**src/rtl/dacin_pkg.sv**
```systemverilog
package dacin_pkg;
   typedef enum logic [1:0] {
      MAP_WIDE  = 2'b00,
      MAP_LEFT  = 2'b01,
      MAP_RIGHT = 2'b10,
      MAP_RSVD  = 2'b11
   } map_e;
endpackage

```
**src/rtl/dacin_steer.sv**
```systemverilog
module dacin_steer
   import dacin_pkg::*;
#(
   parameter int NIB_W   = 4,
   parameter int NUM_NIB = 3,
   localparam int CODE_W = NIB_W * NUM_NIB
) (
   input  map_e                          mode,
   input  logic [CODE_W-1:0]             din,
   output logic [NUM_NIB-1:0][NIB_W-1:0] lane
);
   // In a byte mode each lane picks one of the two bus nibbles.
   // Left-justified: the word is shifted up by one nibble inside two bytes.
   // Right-justified: the word sits at bit 0 of two bytes.
   for (genvar i = 0; i < NUM_NIB; i++) begin : g_lane
      localparam int LSRC = (i + 1) % 2;
      localparam int RSRC = i % 2;
      always_comb begin
         unique case (mode)
            MAP_LEFT:  lane[i] = din[LSRC*NIB_W +: NIB_W];
            MAP_RIGHT: lane[i] = din[RSRC*NIB_W +: NIB_W];
            default:   lane[i] = din[i*NIB_W +: NIB_W];
         endcase
      end
   end
endmodule

```
**src/rtl/dacin_nibble.sv**
```systemverilog
module dacin_nibble #(
   parameter int NIB_W = 4
) (
   input  logic             clk,
   input  logic             rst_n,
   input  logic             ld,
   input  logic [NIB_W-1:0] d,
   output logic [NIB_W-1:0] q
);
   always_ff @(posedge clk) begin
      if (!rst_n)  q <= '0;
      else if (ld) q <= d;
   end

   assert_latch_hold_R3: assert property (@(posedge clk) disable iff (!rst_n)
      !ld |=> $stable(q));
endmodule

```
**src/rtl/dacin_outrank.sv**
```systemverilog
module dacin_outrank #(
   parameter int CODE_W = 12
) (
   input  logic              clk,
   input  logic              rst_n,
   input  logic              upd,
   input  logic [CODE_W-1:0] nxt,
   output logic [CODE_W-1:0] code
);
   always_ff @(posedge clk) begin
      if (!rst_n)   code <= '0;
      else if (upd) code <= nxt;
   end

   assert_out_hold_R6: assert property (@(posedge clk) disable iff (!rst_n)
      !upd |=> $stable(code));
endmodule

```
**src/rtl/dacin_dbuf.sv**
```systemverilog
module dacin_dbuf
   import dacin_pkg::*;
#(
   parameter int NIB_W   = 4,
   parameter int NUM_NIB = 3,
   localparam int CODE_W = NIB_W * NUM_NIB,
   localparam int EN_W   = NUM_NIB + 1
) (
   input  logic              clk,
   input  logic              rst_n,
   input  logic              cs_n,
   input  logic [EN_W-1:0]   en_n,
   input  logic              wr,
   input  logic [1:0]        mode,
   input  logic [CODE_W-1:0] din,
   output logic [CODE_W-1:0] code
);
   if (NIB_W < 1) begin : g_bad_nib
      $error("dacin_dbuf: NIB_W must be at least 1");
   end
   if (NUM_NIB != 3) begin : g_bad_cnt
      $error("dacin_dbuf: byte steering assumes three nibble latches");
   end

   map_e                          map;
   logic [NUM_NIB-1:0][NIB_W-1:0] lane;
   logic [NUM_NIB-1:0][NIB_W-1:0] held;
   logic [NUM_NIB-1:0][NIB_W-1:0] merged;
   logic [NUM_NIB-1:0]            ld;
   logic                          upd;
   logic                          sel;

   assign map = map_e'(mode);
   assign sel = wr && !cs_n;
   assign upd = sel && !en_n[NUM_NIB];

   dacin_steer #(.NIB_W(NIB_W), .NUM_NIB(NUM_NIB)) u_steer (
      .mode (map),
      .din  (din),
      .lane (lane)
   );

   for (genvar i = 0; i < NUM_NIB; i++) begin : g_nib
      assign ld[i]     = sel && !en_n[i];
      assign merged[i] = ld[i] ? lane[i] : held[i];

      dacin_nibble #(.NIB_W(NIB_W)) u_nib (
         .clk   (clk),
         .rst_n (rst_n),
         .ld    (ld[i]),
         .d     (lane[i]),
         .q     (held[i])
      );

      // a nibble written together with the output stage arrives in both
      assert_merge_new_R7: assert property (@(posedge clk) disable iff (!rst_n)
         (upd && ld[i]) |=> code[i*NIB_W +: NIB_W] == held[i]);
      // a nibble not written keeps its held value in the output stage
      assert_merge_old_R7: assert property (@(posedge clk) disable iff (!rst_n)
         (upd && !ld[i]) |=> code[i*NIB_W +: NIB_W] == $past(held[i]));
   end

   dacin_outrank #(.CODE_W(CODE_W)) u_out (
      .clk   (clk),
      .rst_n (rst_n),
      .upd   (upd),
      .nxt   (merged),
      .code  (code)
   );

   assert_wide_load_R2: assert property (@(posedge clk) disable iff (!rst_n)
      (sel && en_n == '0 && (mode == 2'b00 || mode == 2'b11)) |=> code == $past(din));
   assert_left_low_R4: assert property (@(posedge clk) disable iff (!rst_n)
      (ld[0] && mode == 2'b01) |=> held[0] == $past(din[2*NIB_W-1:NIB_W]));
   assert_right_high_R5: assert property (@(posedge clk) disable iff (!rst_n)
      (ld[NUM_NIB-1] && mode == 2'b10) |=> held[NUM_NIB-1] == $past(din[NIB_W-1:0]));
   assert_idle_R9: assert property (@(posedge clk) disable iff (!rst_n)
      !wr |=> $stable(code) && $stable(held));
endmodule

```
**config.mk**
```make
export PLATFORM = sky130hd
export DESIGN_NAME = dacin_dbuf
export DESIGN_NICKNAME = d
export VERILOG_FILES = /design/src/rtl/dacin_pkg.sv /design/src/rtl/dacin_steer.sv /design/src/rtl/dacin_nibble.sv /design/src/rtl/dacin_outrank.sv /design/src/rtl/dacin_dbuf.sv
export SDC_FILE = /design/constraint.sdc
export NUM_CORES = 1
export LEC_CHECK = 0
export ABC_AREA = 1
export CORE_ASPECT_RATIO = 0.5
export CORE_MARGIN = 2
export CORE_UTILIZATION = 37
export DETAILED_ROUTE_END_ITERATION = 16
export PLACE_DENSITY = 0.66
export SLEW_MARGIN = 20
export SYNTH_ARGS = -nofsm -noshare
export SYNTH_HDL_FRONTEND = slang
export SYNTH_SLANG_ARGS = --single-unit
```
**constraint.sdc**
```tcl
create_clock -name clk -period 3.97 [get_ports clk]
set_input_delay 0.9925 -clock clk [delete_from_list [all_inputs] [get_ports clk]]
set_output_delay 0.9925 -clock clk [all_outputs]
set_load 0.01 [all_outputs]
```
==> impl_metrics.prom, run 1 <==
# TYPE chip_impl_metric gauge
chip_impl_info{name="status",value="finished, final reports clean"} 1
chip_impl_info{name="hold_path_end",value="g_nib[1].u_nib.q[1]$_SDFF_PN0_"} 1
chip_impl_metric{name="post_route_cells_drive_above_1_share",unit="%"} 5.699
chip_impl_metric{name="ys_warn_count",unit=""} 0
chip_impl_metric{name="cts.path.max_buffers",unit=""} 2
chip_impl_metric{name="count_of_unique_library_cells_instantiated_by_yosys",unit=""} 18
chip_impl_metric{name="gp_congestion",unit=""} 0.7728
chip_impl_metric{name="reg2reg_slack",unit="ns"} 3.27
chip_impl_metric{name="worst-endpoint-arrival",unit="ns"} 2.50
chip_impl_metric{name="global_route_met3_usage",unit="%"} 4.190
chip_impl_info{name="ys.flop_type",value="dfxtp_1"} 1
chip_impl_metric{name="slew_viol_final",unit=""} 0
chip_impl_metric{name="leakage",unit="nW"} 0.7035
chip_impl_metric{name="initial_utilization",unit="%"} 38.72
chip_impl_metric{name="final-setup-viol-count",unit=""} 0
chip_impl_metric{name="cts_htree_levels",unit=""} 1
chip_impl_metric{name="post-layout-total-power",unit="W"} 0.0005603
chip_impl_metric{name="post-route-min-period",unit="ns"} 2.322
chip_impl_metric{name="floorplan.die.width",unit="µm"} 83.18
chip_impl_metric{name="maxClockFrequency",unit="MHz"} 430.7
chip_impl_metric{name="dp_hpwl",unit="mm"} 2.022
chip_impl_metric{name="fp.dieArea",unit="µm²"} 3626
chip_impl_metric{name="synth.net_count",unit=""} 186
chip_impl_info{name="startpoint_to_endpoint_class_of_the_critical_path",value="in2reg"} 1
chip_impl_metric{name="worstPathMaxFanout",unit=""} 8
chip_impl_metric{name="chip_height",unit="µm"} 43.59
chip_impl_metric{name="grt_first_pass_wirelength",unit="mm"} 4.271
chip_impl_metric{name="grt_use_met2",unit="%"} 22.74
chip_impl_metric{name="cts-buffers-inserted",unit=""} 3
chip_impl_metric{name="final_antenna_net_count",unit=""} 0
chip_impl_metric{name="rows",unit=""} 14
chip_impl_metric{name="wirelength",unit="mm"} 2.584
chip_impl_metric{name="design.final.nets",unit=""} 219
chip_impl_metric{name="worst_slew_pin_slew",unit="ns"} 0.5569
chip_impl_metric{name="max_cap_viol_count",unit=""} 0
chip_impl_info{name="cts.root.buffer_cell",value="clkbuf_8"} 1
chip_impl_metric{name="route.detailed.wl_per_inst",unit="µm"} 11.09
chip_impl_info{name="hold_path_startpoint",value="g_nib[1].u_nib.q[1]$_SDFF_PN0_"} 1
chip_impl_metric{name="io-pin-count",unit=""} 34
chip_impl_metric{name="grt_util_met1",unit="%"} 22.03
chip_impl_metric{name="vias_per_cell",unit=""} 4.567
chip_impl_metric{name="yosysSeqAreaShare",unit="%"} 41.42
chip_impl_metric{name="drtPass1Iterations",unit=""} 4
chip_impl_metric{name="grt_pass1_vias",unit=""} 933
chip_impl_metric{name="drt_iter0_markers",unit=""} 42
chip_impl_info{name="most_common_cell_after_layout_fill_and_taps_aside",value="nand2_1"} 1
chip_impl_metric{name="postCtsHoldBufs",unit=""} 0
chip_impl_metric{name="ys_async_sr_fraction",unit="%"} 0
chip_impl_metric{name="worst_skew_pair.late_latency",unit="ns"} 0.27
chip_impl_metric{name="groute.usage.overall",unit="%"} 15.24
chip_impl_info{name="rr_startpoint",value="u_out.code[9]$_SDFFE_PN0P_"} 1
chip_impl_metric{name="route.detailed.drc",unit=""} 0
chip_impl_info{name="rsz_0062_raised_after_global_routing",value="no"} 1
chip_impl_metric{name="insertedDiodeCount",unit=""} 0
chip_impl_metric{name="final_period_utilization",unit="%"} 58.48
chip_impl_metric{name="cts_sinks",unit=""} 24
chip_impl_info{name="crit_path_launch_type",value="primary input"} 1
chip_impl_metric{name="cp.required",unit="ns"} 4.15
chip_impl_metric{name="worstHoldPathCells",unit=""} 2
chip_impl_info{name="endpoint_type_of_the_worst_setup_path",value="register"} 1
chip_impl_metric{name="port_buffers",unit=""} 33
chip_impl_info{name="r2r-end",value="u_out.code[9]$_SDFFE_PN0P_"} 1
chip_impl_metric{name="post_synth.cell_area_avg",unit="µm²"} 7.204
chip_impl_metric{name="syn-cell-area",unit="µm²"} 1160
chip_impl_metric{name="grt-ovfl-total",unit=""} 0
chip_impl_info{name="holdCritPathClass",value="reg2reg"} 1
chip_impl_metric{name="synth_cells",unit=""} 161
chip_impl_metric{name="clock-skew-final",unit="ns"} 0.006301
chip_impl_metric{name="core_area",unit="µm²"} 2995
chip_impl_metric{name="area_overhead_vs_synth",unit="%"} 36.25
chip_impl_metric{name="finalInstanceArea",unit="µm²"} 1580
chip_impl_metric{name="cts.clk_slew.worst_paths",unit="ns"} 0.09
chip_impl_metric{name="number_of_flops_mapped_to_enable_cells_by_yosys",unit=""} 0
chip_impl_metric{name="total_via_count_in_the_routed_design",unit=""} 1064
chip_impl_metric{name="setup_total_negative_slack",unit="ns"} 0
chip_impl_metric{name="power-per-cell-area",unit="nW/µm²"} 354.5
chip_impl_metric{name="vdd_drop_max",unit="µV"} 160.9
chip_impl_metric{name="postPlaceCellArea",unit="µm²"} 1509
chip_impl_metric{name="worst_r2r_path_depth",unit=""} 3
chip_impl_info{name="cts_tree",value="built"} 1
chip_impl_metric{name="cts_resized",unit=""} 0
chip_impl_metric{name="slew-limit-headroom",unit="%"} 62.79
chip_impl_metric{name="finalHoldViolations",unit=""} 0
chip_impl_metric{name="cts_setup_buffers",unit=""} 0
chip_impl_info{name="global_route.peak_usage_layer",value="met2"} 1
chip_impl_info{name="layout_common_cells",value="nand2_1, clkdlybuf4s50_1, dfxtp_1"} 1
chip_impl_metric{name="synth_seq_cells",unit=""} 24
chip_impl_metric{name="maximum_number_of_pins_on_one_net_before_global_route_repair",unit=""} 25
chip_impl_metric{name="final.fill_count",unit=""} 284
chip_impl_metric{name="antenna_found_initial",unit=""} 0
chip_impl_metric{name="finish.utilization",unit="%"} 52.76
worst max path at each step:
stage | from | endpoint | slack [ns] | cells after the start
2_1_floorplan | mode[0] | u_out.code[10]$_SDFFE_PN0P_ | 2.01 | 8
3_3_place_gp | mode[0] | u_out.code[8]$_SDFFE_PN0P_ | 1.37 | 9
3_5_place_dp | mode[0] | u_out.code[9]$_SDFFE_PN0P_ | 1.35 | 9
4_1_cts | mode[0] | u_out.code[9]$_SDFFE_PN0P_ | 1.65 | 9
5_1_grt | mode[0] | u_out.code[11]$_SDFFE_PN0P_ | 1.52 | 9
6_report | mode[0] | u_out.code[8]$_SDFFE_PN0P_ | 1.65 | 9
state kept, by name, summed over array words and instances, names as in the netlist:
| name | cells |
|---|---|
| g_nib.u_nib.q | 12 |
| u_out.code | 12 |
cell usage after synthesis (2+ instances only):
library cell  count  area, µm²
nand3b_1          3      22.52
o21a_1           12      90.09
nand3_1          20      100.1
inv_1            22      82.58
dfxtp_1          24      480.5
a21oi_1          16      80.08
ha_1              3      37.54
o21ai_0           4      20.02
nor2_1            5      18.77
or2_2             4      25.02
clkbuf_1          2      7.510
nand2_1          40      150.1
cell families (layout without fill, tap and decap cells):
group	count (synthesis)	count (layout)	synth area share, %
buf+inv	28	60	10.14
fa+ha+maj	3	3	3.237
flops	24	24	41.42
simple gates	74	74	28.80
compound gates	32	32	16.40
worst max-delay path: stages:
cell and delay [ns]:
clkdlybuf4s50_1 0.50, inv_1 0.05, ha_1 0.27, inv_1 0.09, or2_2 0.28, nand3_1 0.10, nand3_1 0.09, nand2_1 0.09
inv_1 0.03
area by class of cell:
| type | count | area, µm² | share of cell area (%) |
|---|---|---|---|
| clock inverter | 1 | 30.03 | 1.900 |
| inverter | 23 | 86.33 | 5.463 |
| timing repair buffer | 33 | 330.3 | 20.90 |
| tap | 40 | 50.05 | 3.167 |
| sequential | 24 | 480.5 | 30.40 |
| multi-input combinational | 109 | 561.8 | 35.55 |
| clock buffer | 3 | 41.29 | 2.613 |
metrics by stage:
step                      std cells  setup WS [ns]  hold WS (ns)
after floorplan                 161          2.012        0.4506
after detailed placement        229          1.354        0.4645
after global routing            233          1.518        0.4986
after CTS                       233          1.648        0.4784
after global placement          229          1.372        0.4611
final                           233          1.648        0.4761
report_power, final:
part / switching (W) / internal [W] / total [W]
Combinational: 0.0000430 / 0.0000482 / 0.0000912
Clock: 0.0000792 / 0.000135 / 0.000214
Sequential: 0.00000402 / 0.000251 / 0.000255
layer usage:
metal	vias up	part of all wire, %	wire, µm
met5	-	0	0
met4	0	0.43	11
met2	21	41	1065
met3	2	3.9	102
met1	462	54	1404
li1	579	-	-
No activity file was read; power rests on OpenSTA's default activity.
==> inputs of run 2 (changes only) <==
Settings changed: PLACE_DENSITY 0.66 to 0.69.
Clock period 3.97 ns to 2.12 ns, I/O delays scaled along.
==> impl_metrics.prom, run 2 (synthesis results as in run 1) <==
# TYPE chip_impl_metric gauge
chip_impl_metric{name="gp_congestion",unit=""} 0.9007
chip_impl_info{name="cts.root.buffer_cell",value="clkbuf_8"} 1
chip_impl_metric{name="io-pin-count",unit=""} 34
chip_impl_metric{name="worst-endpoint-arrival",unit="ns"} 1.94
chip_impl_info{name="cpMaxStageDelayCell",value="clkdlybuf4s50_1"} 1
chip_impl_metric{name="fp.dieArea",unit="µm²"} 3626
chip_impl_metric{name="dp_hpwl",unit="mm"} 1.994
chip_impl_metric{name="clock-skew-final",unit="ns"} 0.001331
chip_impl_metric{name="total_via_count_in_the_routed_design",unit=""} 1109
chip_impl_metric{name="antenna_found_initial",unit=""} 0
chip_impl_metric{name="cts_sinks",unit=""} 24
chip_impl_metric{name="initial_utilization",unit="%"} 38.72
chip_impl_metric{name="post-layout-total-power",unit="W"} 0.0009732
chip_impl_metric{name="power-per-cell-area",unit="nW/µm²"} 605.8
chip_impl_metric{name="slew-limit-headroom",unit="%"} 72.70
chip_impl_info{name="critPathMostFrequentCell",value="inv_1"} 1
chip_impl_metric{name="place_inst",unit=""} 233
chip_impl_metric{name="groute.usage.overall",unit="%"} 15.13
chip_impl_metric{name="finalHoldViolations",unit=""} 0
chip_impl_metric{name="cts.path.max_buffers",unit=""} 2
chip_impl_metric{name="worst_slew_pin_slew",unit="ns"} 0.4090
chip_impl_metric{name="rows",unit=""} 14
chip_impl_metric{name="vdd_drop_max",unit="µV"} 270.2
chip_impl_metric{name="final.fill_count",unit=""} 312
chip_impl_metric{name="cts-buffers-inserted",unit=""} 3
chip_impl_metric{name="final_antenna_net_count",unit=""} 0
chip_impl_metric{name="final-setup-viol-count",unit=""} 0
chip_impl_metric{name="worstPathMaxFanout",unit=""} 5
chip_impl_metric{name="floorplan.die.width",unit="µm"} 83.18
chip_impl_metric{name="postCtsHoldBufs",unit=""} 0
chip_impl_info{name="layout_common_cells",value="nand2_1, clkdlybuf4s50_1, dfxtp_1"} 1
chip_impl_metric{name="drtPass1Iterations",unit=""} 4
chip_impl_info{name="largest_registers",value="g_nib.u_nib.q: 12 flops, u_out.code: 12 flops"} 1
chip_impl_metric{name="drt_iter0_markers",unit=""} 40
chip_impl_metric{name="maxClockFrequency",unit="MHz"} 567.7
chip_impl_metric{name="cp.required",unit="ns"} 2.30
chip_impl_metric{name="final_period_utilization",unit="%"} 83.08
chip_impl_metric{name="route.detailed.wl_per_inst",unit="µm"} 10.86
chip_impl_info{name="rsz_0062_raised_after_global_routing",value="no"} 1
chip_impl_metric{name="crit_path_max_incr_delay",unit="ns"} 0.47
chip_impl_metric{name="wirelength",unit="mm"} 2.574
chip_impl_metric{name="post-route-min-period",unit="ns"} 1.761
chip_impl_metric{name="core_area",unit="µm²"} 2995
chip_impl_info{name="most_common_cell_after_layout_fill_and_taps_aside",value="nand2_1"} 1
chip_impl_metric{name="design.final.nets",unit=""} 223
chip_impl_metric{name="setup_total_negative_slack",unit="ns"} 0
chip_impl_metric{name="fin_cells",unit=""} 237
chip_impl_info{name="crit_path_launch_type",value="primary input"} 1
chip_impl_metric{name="grt_pass1_vias",unit=""} 962
chip_impl_metric{name="max_cap_viol_count",unit=""} 0
chip_impl_info{name="path_cells",value="clkdlybuf4s50_1 > inv_1 > ha_1 > inv_1 > or2_2 > nand3_1 > nand3_1 > nand2_1 > inv_1"} 1
chip_impl_metric{name="vias_per_cell",unit=""} 4.679
chip_impl_metric{name="chip_height",unit="µm"} 43.59
chip_impl_info{name="startpoint_to_endpoint_class_of_the_critical_path",value="in2reg"} 1
chip_impl_metric{name="cts_htree_levels",unit=""} 1
chip_impl_metric{name="cts_setup_buffers",unit=""} 0
chip_impl_metric{name="leakage",unit="nW"} 0.7194
chip_impl_metric{name="area_overhead_vs_synth",unit="%"} 38.51
chip_impl_info{name="cts_tree",value="built"} 1
chip_impl_metric{name="cts_resized",unit=""} 0
chip_impl_metric{name="route.detailed.drc",unit=""} 0
chip_impl_metric{name="slew_viol_final",unit=""} 0
chip_impl_metric{name="port_buffers",unit=""} 33
chip_impl_metric{name="grt-ovfl-total",unit=""} 0
chip_impl_metric{name="cts.clk_slew.worst_paths",unit="ns"} 0.08
chip_impl_metric{name="insertedDiodeCount",unit=""} 0
chip_impl_info{name="endpoint_type_of_the_worst_setup_path",value="register"} 1
chip_impl_metric{name="worst_skew_pair.late_latency",unit="ns"} 0.27
chip_impl_metric{name="post_route_cells_drive_above_1_share",unit="%"} 7.614
chip_impl_metric{name="maximum_number_of_pins_on_one_net_before_global_route_repair",unit=""} 25
chip_impl_metric{name="grt_first_pass_wirelength",unit="mm"} 4.257
chip_impl_info{name="holdCritPathClass",value="reg2reg"} 1
chip_impl_info{name="status",value="finished, final reports clean"} 1
-- run 2: changes by cell type in the layout (fill, tap and decap cells not counted), sizes merged --
cell,previous run,this run
buf,0,4
bufinv,1,0
clkbuf,3,4
-- run 2: cell type report --
| cell class | count | area (µm²) | area share [%] |
|---|---|---|---|
| clock buffer | 4 | 55.05 | 3.427 |
| inverter | 23 | 86.33 | 5.374 |
| multi-input combinational | 109 | 561.8 | 34.97 |
| sequential | 24 | 480.5 | 29.91 |
| tap | 40 | 50.05 | 3.115 |
| timing repair buffer | 37 | 372.9 | 23.21 |
-- run 2: stage by stage --
| stage | hold WS (ns) | utilization [%] | setup slack, ns | instance area, µm² |
|---|---|---|---|---|
| after floorplan | 0.4506 | - | 0.6241 | 1160 |
| after CTS | 0.4793 | 53.63 | 0.3512 | 1607 |
| final | 0.4784 | 53.63 | 0.3586 | 1607 |
| after global routing | 0.4981 | 53.63 | 0.2420 | 1607 |
| after detailed placement | 0.4663 | 51.80 | 0.06783 | 1551 |
| after global placement | 0.4605 | 51.80 | 0.08763 | 1551 |
-- run 2: final timing paths --
kind                                        from                              to  slack (ns)  depth (start not counted)
setup / recovery                         mode[0]     u_out.code[11]$_SDFFE_PN0P_        0.36                          9
hold / removal    g_nib[1].u_nib.q[1]$_SDFF_PN0_  g_nib[1].u_nib.q[1]$_SDFF_PN0_        0.48                          2
setup reg to reg      u_out.code[8]$_SDFFE_PN0P_      u_out.code[8]$_SDFFE_PN0P_        1.44                          3
hold reg to reg   g_nib[1].u_nib.q[1]$_SDFF_PN0_  g_nib[1].u_nib.q[1]$_SDFF_PN0_        0.48                          2
-- run 2: report_power, final --
part | total [W] | internal (W) | switching, W
clock | 0.000315 | 0.000166 | 0.000149
sequential | 0.000477 | 0.000470 | 0.00000704
combinational | 0.000181 | 0.0000980 | 0.0000826
-- run 2: routing by layer --
metal | up-vias | track usage, % | part of all wire, %
li1 | 592 | - | -
met1 | 491 | 20.16 | 52
met2 | 22 | 24.19 | 43
met3 | 4 | 4.381 | 4.3
met4 | 0 | 4.918 | 1.1
met5 | - | 0 | 0
-- run 2: critical path: cells and delay by family --
| family | cells | cell delay (ns) |
|---|---|---|
| buf+inv | 4 | 0.62 |
| fa+ha+maj | 1 | 0.26 |
| simple gates | 4 | 0.52 |
==> inputs of run 3 (changes only) <==
Settings changed: PLACE_DENSITY 0.69 to 0.66.
Clock period 2.12 ns to 1.65 ns, I/O delays scaled along.
==> impl_metrics.prom, run 3 (synthesis results as in run 1) <==
# TYPE chip_impl_metric gauge
chip_impl_metric{name="gp_congestion",unit=""} 0.7917
chip_impl_metric{name="grt_first_pass_wirelength",unit="mm"} 4.202
chip_impl_metric{name="post-layout-total-power",unit="W"} 0.001379
chip_impl_info{name="crit_start",value="u_out.code[10]$_SDFFE_PN0P_"} 1
chip_impl_metric{name="fp.dieArea",unit="µm²"} 3626
chip_impl_metric{name="wirelength",unit="mm"} 2.748
chip_impl_metric{name="drtPass1Iterations",unit=""} 5
chip_impl_metric{name="cts.path.max_buffers",unit=""} 2
chip_impl_metric{name="final_antenna_net_count",unit=""} 0
chip_impl_info{name="hold_path_end",value="g_nib[1].u_nib.q[1]$_SDFF_PN0_"} 1
chip_impl_info{name="rr_startpoint",value="u_out.code[8]$_SDFFE_PN0P_"} 1
chip_impl_info{name="cpMaxStageDelayCell",value="clkdlybuf4s50_1"} 1
chip_impl_metric{name="final_period_utilization",unit="%"} 96.19
chip_impl_metric{name="slew-limit-headroom",unit="%"} 82.50
chip_impl_metric{name="core_area",unit="µm²"} 2995
chip_impl_metric{name="initial_utilization",unit="%"} 38.72
chip_impl_metric{name="vdd_drop_max",unit="µV"} 370.5
chip_impl_metric{name="cts-buffers-inserted",unit=""} 3
chip_impl_metric{name="route.detailed.drc",unit=""} 0
chip_impl_metric{name="reg2reg_slack",unit="ns"} 0.95
chip_impl_metric{name="maximum_number_of_pins_on_one_net_before_global_route_repair",unit=""} 25
chip_impl_metric{name="slew_viol_final",unit=""} 0
chip_impl_info{name="hold_path_startpoint",value="g_nib[1].u_nib.q[1]$_SDFF_PN0_"} 1
chip_impl_metric{name="critical_path_buf_inv_count",unit=""} 1
chip_impl_metric{name="grt_pass1_vias",unit=""} 919
chip_impl_metric{name="finalHoldViolations",unit=""} 0
chip_impl_metric{name="drt_iter0_markers",unit=""} 69
chip_impl_metric{name="post-route-min-period",unit="ns"} 1.587
chip_impl_metric{name="clock-skew-final",unit="ns"} 0.002284
chip_impl_metric{name="grt-ovfl-total",unit=""} 0
chip_impl_metric{name="port_buffers",unit=""} 33
chip_impl_info{name="largest_registers",value="g_nib.u_nib.q: 12 flops, u_out.code: 12 flops"} 1
chip_impl_info{name="cts_tree",value="built"} 1
chip_impl_metric{name="cp.required",unit="ns"} 1.24
chip_impl_metric{name="antenna_found_initial",unit=""} 0
chip_impl_info{name="r2r-end",value="u_out.code[8]$_SDFFE_PN0P_"} 1
chip_impl_metric{name="final-setup-viol-count",unit=""} 0
chip_impl_metric{name="worst_slew_pin_slew",unit="ns"} 0.2626
chip_impl_metric{name="design.final.nets",unit=""} 225
chip_impl_metric{name="cts_sinks",unit=""} 24
chip_impl_info{name="startpoint_to_endpoint_class_of_the_critical_path",value="reg2out"} 1
chip_impl_metric{name="cts_htree_levels",unit=""} 1
chip_impl_metric{name="vias_per_cell",unit=""} 4.766
chip_impl_info{name="rsz_0062_raised_after_global_routing",value="no"} 1
chip_impl_info{name="crit_path_launch_type",value="register"} 1
chip_impl_info{name="cts.root.buffer_cell",value="clkbuf_8"} 1
chip_impl_metric{name="floorplan.die.width",unit="µm"} 83.18
chip_impl_metric{name="worstHoldPathCells",unit=""} 2
chip_impl_metric{name="insertedDiodeCount",unit=""} 0
chip_impl_metric{name="power-per-cell-area",unit="nW/µm²"} 828.9
chip_impl_metric{name="crit_path_max_incr_delay",unit="ns"} 0.55
chip_impl_info{name="layout_common_cells",value="nand2_1, clkdlybuf4s50_1, dfxtp_1"} 1
chip_impl_metric{name="max_cap_viol_count",unit=""} 0
chip_impl_metric{name="place_inst",unit=""} 235
chip_impl_metric{name="worst_r2r_path_depth",unit=""} 3
chip_impl_info{name="holdCritPathClass",value="reg2reg"} 1
chip_impl_metric{name="rows",unit=""} 14
chip_impl_metric{name="leakage",unit="nW"} 0.7443
chip_impl_metric{name="groute.usage.overall",unit="%"} 14.92
chip_impl_metric{name="area_overhead_vs_synth",unit="%"} 43.47
chip_impl_info{name="path_cells",value="clkdlybuf4s50_1"} 1
chip_impl_metric{name="cts.clk_slew.worst_paths",unit="ns"} 0.09
chip_impl_info{name="most_common_cell_after_layout_fill_and_taps_aside",value="nand2_1"} 1
chip_impl_metric{name="final.setup.worst_slack",unit="ns"} 0.06288
chip_impl_metric{name="dp_slack",unit="ns"} -0.2662
chip_impl_metric{name="worst-endpoint-arrival",unit="ns"} 1.17
chip_impl_metric{name="dp_hpwl",unit="mm"} 2.084
chip_impl_info{name="status",value="finished, final reports clean"} 1
chip_impl_metric{name="fin_cells",unit=""} 239
chip_impl_metric{name="maxClockFrequency",unit="MHz"} 630.1
chip_impl_info{name="crit_family",value="buffers and inverters"} 1
chip_impl_metric{name="worstPathMaxFanout",unit=""} 2
chip_impl_metric{name="critical_path_cell_count",unit=""} 1
chip_impl_metric{name="io-pin-count",unit=""} 34
chip_impl_metric{name="total_via_count_in_the_routed_design",unit=""} 1139
chip_impl_metric{name="route.detailed.wl_per_inst",unit="µm"} 11.50
chip_impl_info{name="endpoint_type_of_the_worst_setup_path",value="output port"} 1
chip_impl_metric{name="worst_skew_pair.late_latency",unit="ns"} 0.27
chip_impl_metric{name="chip_height",unit="µm"} 43.59
chip_impl_metric{name="post_route_cells_drive_above_1_share",unit="%"} 11.56
==> run 3: cell types whose count changed in the layout (fill, tap and decap cells not counted) <==
| cell | change |
|---|---|
| nand3_1 | -3 |
| nand3_2 | +3 |
| ha_1 | -2 |
| ha_2 | +2 |
| buf_4 | +1 |
| buf_6 | +1 |
| bufinv_16 | +1 |
| clkbuf_8 | -1 |
| clkdlybuf4s50_1 | -1 |
| dlymetal6s2s_1 | +1 |
| inv_1 | -1 |
| inv_2 | +1 |
==> run 3: repair_timing <==
item / 4_1_cts / 5_1_grt
buffers inserted: 0 / 0
endpoints found under the setup margin: 0 / 13
gates resized for setup: 0 / 8
hold buffers: 0 / 0
==> run 3: how the worst max path moves through the flow <==
stage / slack [ns] / to
after floorplan: 0.27 / u_out.code[10]$_SDFFE_PN0P_
after global placement: -0.26 / u_out.code[10]$_SDFFE_PN0P_
after detailed placement: -0.27 / u_out.code[10]$_SDFFE_PN0P_
after CTS: 0.02 / u_out.code[10]$_SDFFE_PN0P_
after global routing: 0.03 / code[10]
final: 0.06 / code[10]
==> run 3: layout make-up <==
class | instances | area, µm²
sequential | 24 | 480.5
tap | 40 | 50.05
clock inverter | 1 | 30.03
clock buffer | 3 | 41.29
inverter | 23 | 86.33
timing repair buffer | 39 | 394.1
multi-input combinational | 109 | 581.8
fill | 288 | 1331
==> run 3: worst register-to-register path: stages, from the launching register on <==
cell	delay, ns
dfxtp_1	0.33
o21a_1	0.19
nand2_1	0.06
inv_1	0.03
==> run 3: layer usage <==
layer | share of wire [%] | up-vias | global-route usage (%)
met5 | 0 | - | 0
met4 | 0.76 | 0 | 4.918
met3 | 4.7 | 2 | 2.857
met2 | 42 | 34 | 21.77
met1 | 53 | 511 | 22.27
li1 | - | 592 | -
==> run 3: power by group <==
| group | leakage (nW) | internal (W) | total (W) | switching, W |
|---|---|---|---|---|
| combinational | 0.513 | 0.000132 | 0.000246 | 0.000114 |
| clock | 0.0357 | 0.000324 | 0.000520 | 0.000195 |
| sequential | 0.196 | 0.000604 | 0.000614 | 0.00000962 |
| total | 0.744 | 0.00106 | 0.00138 | 0.000319 |
==> run 3: per-stage QoR <==
step	util (%)	TNS (ns)	area (µm²)	hold slack [ns]
floorplan	-	0	1160	0.4506
global placement	52.30	-3.938	1567	0.4608
detailed placement	52.30	-4.206	1567	0.4662
CTS	54.68	0	1638	0.4800
global route	55.56	0	1664	0.5079
finish	55.56	0	1664	0.4765
